`config.mk`:
```
export PLATFORM = sky130hd
export DESIGN_NAME = strap_pdn_seq
export DESIGN_NICKNAME = d
export VERILOG_FILES = /design/src/rtl/strap_pdn_pkg.sv /design/src/rtl/psq_sync.sv /design/src/rtl/psq_strap_latch.sv /design/src/rtl/psq_pdn_fsm.sv /design/src/rtl/strap_pdn_seq.sv
export SDC_FILE = /design/constraint.sdc
export NUM_CORES = 1
export LEC_CHECK = 0
export BUFFER_PORTS_ARGS = -buffer_cell sky130_fd_sc_hd__buf_4
export CAP_MARGIN = 15
export CELL_PAD_IN_SITES_DETAIL_PLACEMENT = 1
export CELL_PAD_IN_SITES_GLOBAL_PLACEMENT = 1
export CORE_AREA = 8 8 77 79
export DETAILED_ROUTE_END_ITERATION = 7
export DIE_AREA = 0 0 85 87
export GPL_TIMING_DRIVEN = 0
export PLACE_DENSITY_LB_ADDON = 0.1
export SLEW_MARGIN = 20
export SYNTH_ARGS = -nofsm -noshare
export SYNTH_HDL_FRONTEND = slang
export SYNTH_HIERARCHICAL = 1
export SYNTH_SLANG_ARGS = --single-unit
```
`constraint.sdc`:
```
create_clock -name clk -period 4.15 [get_ports clk]
set_clock_uncertainty 0.2 [all_clocks]
set_input_delay 0.6225 -clock clk [delete_from_list [all_inputs] [get_ports clk]]
set_output_delay 0.6225 -clock clk [all_outputs]
set_load 0.02 [all_outputs]
```
`src/rtl/strap_pdn_pkg.sv`:
```
package strap_pdn_pkg;

  typedef enum logic [2:0] {
    PS_WAIT_PG   = 3'd0,
    PS_RUN       = 3'd1,
    PS_CLKSTOP   = 3'd2,
    PS_REFDRAIN  = 3'd3,
    PS_OSCOFF    = 3'd4,
    PS_RESTART   = 3'd5
  } pstate_t;

  typedef struct packed {
    logic cpu;
    logic pci;
    logic refc;
    logic usb;
  } clk_en_t;

endpackage

```
`src/rtl/psq_sync.sv`:
```
module psq_sync #(
  parameter int W = 1,
  parameter int STAGES = 2,
  parameter logic [W-1:0] RST_VAL = '0
) (
  input  logic         clk,
  input  logic         rst_n,
  input  logic [W-1:0] d,
  output logic [W-1:0] q
);
  logic [STAGES-1:0][W-1:0] stg;

  always_ff @(posedge clk or negedge rst_n) begin
    if (!rst_n) stg <= {STAGES{RST_VAL}};
    else        stg <= {stg[STAGES-2:0], d};
  end

  assign q = stg[STAGES-1];
endmodule

```
`src/rtl/psq_strap_latch.sv`:
```
module psq_strap_latch #(
  parameter int NFS  = 4,
  parameter int NOPT = 1,
  localparam int NSTRAP = NFS + NOPT
) (
  input  logic              clk,
  input  logic              rst_n,
  input  logic              capture,
  input  logic [NSTRAP-1:0] strap_pin,
  input  logic              cfg_use_reg,
  input  logic [NFS-1:0]    cfg_reg_code,
  output logic [NSTRAP-1:0] strap_rb,
  output logic [NFS-1:0]    freq_code,
  output logic              strap_done
);
  // stored image is the complement of the pin level
  function automatic logic [NSTRAP-1:0] to_stored(input logic [NSTRAP-1:0] lvl);
    return ~lvl;
  endfunction

  function automatic logic [NFS-1:0] to_level(input logic [NFS-1:0] stored);
    return ~stored;
  endfunction

  logic [NSTRAP-1:0] strap_q;
  logic              done_q;

  always_ff @(posedge clk or negedge rst_n) begin
    if (!rst_n) begin
      strap_q <= '0;
      done_q  <= 1'b0;
    end else if (capture && !done_q) begin
      strap_q <= to_stored(strap_pin);
      done_q  <= 1'b1;
    end
  end

  assign strap_rb   = strap_q;
  assign strap_done = done_q;
  assign freq_code  = cfg_use_reg ? cfg_reg_code : to_level(strap_q[NFS-1:0]);
endmodule

```
`src/rtl/psq_pdn_fsm.sv`:
```
module psq_pdn_fsm
  import strap_pdn_pkg::*;
#(
  parameter int REF_DRAIN = 3,
  parameter int WAKE_CYC  = 533334,
  localparam int CMAX = (REF_DRAIN > WAKE_CYC) ? REF_DRAIN : WAKE_CYC,
  localparam int CW   = $clog2(CMAX + 1)
) (
  input  logic    clk,
  input  logic    rst_n,
  input  logic    pin_s,
  input  logic    cpu_ok,
  input  logic    pci_ok,
  output logic    capture,
  output logic    pd_active,
  output logic    int_ph,
  output clk_en_t en,
  output logic    osc_on
);
  pstate_t       st, st_nx;
  logic [CW-1:0] cnt, cnt_nx;
  logic          ph, pin_prev;

  always_ff @(posedge clk or negedge rst_n) begin
    if (!rst_n) begin
      st       <= PS_WAIT_PG;
      cnt      <= '0;
      ph       <= 1'b0;
      pin_prev <= 1'b0;
    end else begin
      st       <= st_nx;
      cnt      <= cnt_nx;
      ph       <= ~ph;
      pin_prev <= pin_s;
    end
  end

  always_comb begin
    st_nx   = st;
    cnt_nx  = cnt;
    capture = 1'b0;
    unique case (st)
      PS_WAIT_PG: if (pin_s && !pin_prev) begin
        capture = 1'b1;
        st_nx   = PS_RUN;
      end
      PS_RUN: if (!pin_s) st_nx = PS_CLKSTOP;
      PS_CLKSTOP: if (ph) begin
        st_nx  = PS_REFDRAIN;
        cnt_nx = CW'(REF_DRAIN);
      end
      PS_REFDRAIN: if (cnt == '0) st_nx = PS_OSCOFF;
                   else cnt_nx = cnt - 1'b1;
      PS_OSCOFF: if (pin_s) begin
        st_nx  = PS_RESTART;
        cnt_nx = CW'(WAKE_CYC - 1);
      end
      PS_RESTART: if (cnt == '0) st_nx = PS_RUN;
                  else cnt_nx = cnt - 1'b1;
      default: st_nx = PS_WAIT_PG;
    endcase
  end

  logic running;
  assign running   = (st == PS_RUN) || (st == PS_CLKSTOP);
  assign en.cpu    = running && cpu_ok;
  assign en.pci    = running && pci_ok;
  assign en.usb    = running;
  assign en.refc   = running || ((st == PS_REFDRAIN) && (cnt != '0));
  assign osc_on    = (st != PS_OSCOFF);
  assign pd_active = (st == PS_REFDRAIN) || (st == PS_OSCOFF) || (st == PS_RESTART);
  assign int_ph    = ph;
endmodule

```
`src/rtl/strap_pdn_seq.sv`:
```
module strap_pdn_seq
  import strap_pdn_pkg::*;
#(
  parameter int NFS       = 4,
  parameter int NOPT      = 1,
  parameter int SYNC_STG  = 2,
  parameter int REF_DRAIN = 3,
  parameter int WAKE_CYC  = 533334,
  localparam int NSTRAP   = NFS + NOPT
) (
  input  logic              clk,
  input  logic              rst_n,
  input  logic              pg_pdn_n,
  input  logic [NSTRAP-1:0] strap_pin,
  input  logic              cpu_stop_n,
  input  logic              pci_stop_n,
  input  logic              cfg_use_reg,
  input  logic [NFS-1:0]    cfg_reg_code,
  input  logic              cfg_tristate,
  output logic [NFS-1:0]    freq_code,
  output logic [NSTRAP-1:0] strap_rb,
  output logic              pin_oe,
  output logic              out_hiz,
  output logic              cpu_en,
  output logic              pci_en,
  output logic              ref_en,
  output logic              usb_en,
  output logic              vco_en,
  output logic              xtal_en
);
  logic [2:0] async_in, async_s;
  logic       capture, strap_done, pd_active, int_ph, osc_on;
  clk_en_t    en;

  assign async_in = {pg_pdn_n, cpu_stop_n, pci_stop_n};

  psq_sync #(.W(3), .STAGES(SYNC_STG), .RST_VAL(3'b011)) u_sync (
    .clk(clk), .rst_n(rst_n), .d(async_in), .q(async_s)
  );

  psq_pdn_fsm #(.REF_DRAIN(REF_DRAIN), .WAKE_CYC(WAKE_CYC)) u_fsm (
    .clk(clk), .rst_n(rst_n), .pin_s(async_s[2]),
    .cpu_ok(async_s[1]), .pci_ok(async_s[0]),
    .capture(capture), .pd_active(pd_active), .int_ph(int_ph),
    .en(en), .osc_on(osc_on)
  );

  psq_strap_latch #(.NFS(NFS), .NOPT(NOPT)) u_strap (
    .clk(clk), .rst_n(rst_n), .capture(capture), .strap_pin(strap_pin),
    .cfg_use_reg(cfg_use_reg), .cfg_reg_code(cfg_reg_code),
    .strap_rb(strap_rb), .freq_code(freq_code), .strap_done(strap_done)
  );

  assign pin_oe  = strap_done && !cfg_tristate;
  assign out_hiz = cfg_tristate;
  assign cpu_en  = en.cpu;
  assign pci_en  = en.pci;
  assign ref_en  = en.refc;
  assign usb_en  = en.usb;
  assign vco_en  = osc_on;
  assign xtal_en = osc_on;
endmodule

```
==> results by stage <==
Die:
- The starting density of the core is 44.4%.
- The top-level I/O count is 33.
- The core area is 4850 um^2.
- The floorplan step set the die width to 85 um.
- The die covers 7400 um^2.
- From bottom edge to top edge, the die measures 87 um.
- The floorplan has 26 rows.

CTS:
- After clock tree synthesis, the clock-pin slew on the worst setup and hold paths is 70 ps.
- The depth of the CTS H-tree is 2.
- The clock passes through at most 2 buffers.
- For the worst-skew pair, the clock arrives at the later sink with an insertion delay of 290 ps.
- Once the clock tree was built, the resizer swapped 0 gates to a different size.
- The clock tree from TritonCTS is yes.
- The count of buffers added by post-CTS timing repair for setup is 0.
- After clock tree synthesis, the flow added hold-fix buffers numbering 0.
- The total CTS buffers is 5.
- The sink count of the clock tree is 37.
- The cell sitting at the root of the clock tree is a sky130_fd_sc_hd__clkbuf_8.

Setup path:
- The kind of cell adding the most delay to the critical path is simple AND/OR/NAND/NOR gates.
- The largest single stage delay on the critical path is 420 ps.
- The worst endpoint required time is 3330 ps.
- Along the worst path, the maximum fanout reaches 6.
- The signal on the critical path passes through inv_1 -> ha_1 -> or4b_1 -> or3_1 -> buf_2 -> nor3_1 -> a211oi_1 -> buf_4.
- The startpoint type of the worst setup path is a flop.
- The endpoint of the worst-slack reg-to-reg timing path is u_fsm/cnt[8].
- Data arrives at the worst endpoint at 2580 ps.
- The worst register-to-register path has a setup slack of 1500 ps.
- Measured in cells, the most critical reg-to-reg path has a length of 8.
- The buffer and inverter count on the worst path is 3.
- The slowest library cell on the worst path is sky130_fd_sc_hd__or4b_1.
- The nature of the critical path endpoint is a primary output.
- In this run the critical register-to-register path is launched from u_fsm/cnt[0].
- The critical path class is reg2out.

Timing:
- The final max-slew violation count is 0.
- The final total negative setup slack is 0 ps.
- In the finished design, the share of the clock period the worst path needs comes to 81.9%.
- The maximum frequency from static timing analysis is 294 MHz.
- Setup violations remaining at the end of the flow were counted as 0.
- The final critical delay including setup and external delays is 3400 ps.
- The headroom to the max-slew limit is 30.9%.
- The slew of the pin with the lowest slew margin is 1010 ps.
- Setup repair after global routing left no endpoint under its margin.
- The number of hold-slack violations in the final timing report came to 0.

Global routing:
- Entering global routing, the biggest net connects 38 pins.
- Across every metal layer, demand over resource in global routing totals 15.5%.
- The number of global-route vias before repair came to 1895.
- The first global-routing pass estimated 9.32 mm of wire.
- The total overflow left after global routing is 0.
- The number of antenna violations at the first check in global routing came to 0.

Final layout:
- The repair_antennas step left the layout with diodes totalling 0.
- The total non-filler cell area in the finished layout is 2540 um^2.
- The number of fill cells in the layout is 569.
- Registers take 931 um^2.
- The share of post-route cells with drive strength above 1 is 28.6%.
- Summing all multi-input logic gate instances after layout gives 1060 um^2.
- For this run, the post-layout net count is 284.
- The area growth from synthesis to layout is 18.3%.

Synthesis:
- The combined area of all synthesized cells is 2150 um^2.
- In this run the mean area of a mapped cell was 9.52 um^2.
- The net count after synthesis is 245.
- Counting every instance in the synthesized netlist gives 226.
- Yosys printed 6 warnings.

Placed design:
- The placed wire-length estimate is 4.07 mm.
- After detailed placement, the total cell area comes to 2460 um^2.
- Input and output buffers added on the ports amount to 32.
- At the end of routability-driven placement, the weighted congestion stood at 0.893.

Drt:
- The routed wire length is 5.46 mm.
- The initial detailed-routing violation count is 75.
- In the final routed layout, each cell accounts on average for 17.0 um.
- The total number of vias is 1819.
- The number of DRC violations after detailed routing is 0.
- The post-route antenna net violation count is 0.
- The detailed-router iteration count before antenna repair is 4.
- After detailed routing, the number of vias per cell comes to 5.65.

Hold path:
- The tightest min-delay check is of the in2async type.

Run status:
- The run finished with clean final reports.

Flow run:
- The number of maximum-capacitance violations is 0.

Power and ir drop:
- The total power per unit cell area is 761 nW/um^2.
- IR analysis of the VDD net gives a maximum drop of 0.000392 V.
- The reported leakage power is 0.00115 uW.
[area by class of cell]
type / count / area share, %
multi-input combinational: 157 / 41.6
sequential: 37 / 36.6
timing repair buffer: 32 / 9.44
buffer: 18 / 4.33
clock buffer: 6 / 2.85
tap: 56 / 2.75
inverter: 14 / 2.07
clock inverter: 2 / 0.394
[layer usage]
| layer | wire (um) | track usage, % | vias to the layer above |
|---|---|---|---|
| li1 | - | - | 880 |
| met1 | 2470 | 18.9 | 890 |
| met2 | 2650 | 26.1 | 44 |
| met3 | 298 | 4.53 | 5 |
| met4 | 50 | 3.88 | 0 |
| met5 | 0 | 0 | - |
[placed cells by master (no fill, tap or decap), types with 3 or more instances in the layout]
| cell | instances |
|---|---|
| sky130_fd_sc_hd__a211oi_1 | 3 |
| sky130_fd_sc_hd__a21oi_1 | 18 |
| sky130_fd_sc_hd__and2_1 | 5 |
| sky130_fd_sc_hd__buf_2 | 4 |
| sky130_fd_sc_hd__buf_4 | 38 |
| sky130_fd_sc_hd__clkbuf_1 | 7 |
| sky130_fd_sc_hd__clkbuf_8 | 5 |
| sky130_fd_sc_hd__dfrtp_1 | 33 |
| sky130_fd_sc_hd__dfstp_2 | 4 |
| sky130_fd_sc_hd__ha_1 | 3 |
| sky130_fd_sc_hd__inv_1 | 14 |
| sky130_fd_sc_hd__mux2i_1 | 6 |
| sky130_fd_sc_hd__nand2_1 | 14 |
| sky130_fd_sc_hd__nand3_1 | 3 |
| sky130_fd_sc_hd__nor2_1 | 13 |
| sky130_fd_sc_hd__nor3_1 | 13 |
| sky130_fd_sc_hd__nor3b_1 | 3 |
| sky130_fd_sc_hd__o21ai_0 | 14 |
| sky130_fd_sc_hd__o22ai_1 | 3 |
| sky130_fd_sc_hd__o31ai_1 | 6 |
| sky130_fd_sc_hd__or2_2 | 4 |
| sky130_fd_sc_hd__or3_1 | 5 |
| sky130_fd_sc_hd__or4_1 | 3 |
| sky130_fd_sc_hd__or4_2 | 3 |
[registers in the layout, summed over array words and instances, names as in the netlist]
register,flops
u_strap/strap_rb,5
u_strap/strap_done,1
u_sync/q,3
u_fsm/cnt,20
u_fsm/st,3
u_sync/stg,3
u_fsm/pin_prev,1
u_fsm/int_ph,1
[how the worst max path moves through the flow]
stage	from	endpoint	slack, ps	cells past startpoint
2_1_floorplan	u_fsm/cnt[0]	ref_en	1410	7
3_3_place_gp	u_fsm/cnt[0]	ref_en	1060	8
3_5_place_dp	u_fsm/cnt[0]	ref_en	1050	8
4_1_cts	u_fsm/cnt[0]	ref_en	720	8
5_1_grt	u_fsm/cnt[0]	ref_en	590	8
6_report	u_fsm/cnt[0]	ref_en	750	8
[worst reg2reg max path: cells and delay by family, from the launching register on]
kind                       cells  cell delay, ps
buffers and inverters          2             290
and+or+nand+nor                3            1210
AOI/OAI and AO/OA              2             290
DFF                            1             390
adders and majority gates      1             170
[where the power goes]
part | internal, uW | switching [uW]
clock network | 116 | 121
logic | 449 | 662
registers | 482 | 106
[per-stage QoR]
stage	setup slack, ps	std cells	power [uW]	hold WS, ps	utilization (%)
5_1_grt	586	322	2110	122	52.5
3_5_place_dp	1050	314	1710	147	50.8
3_3_place_gp	1060	314	1670	139	50.8
4_1_cts	723	322	1960	97.7	52.5
6_report	750	322	1940	93.6	52.5
2_1_floorplan	1410	226	1390	127	-
Power figures use the tool's default switching activity.
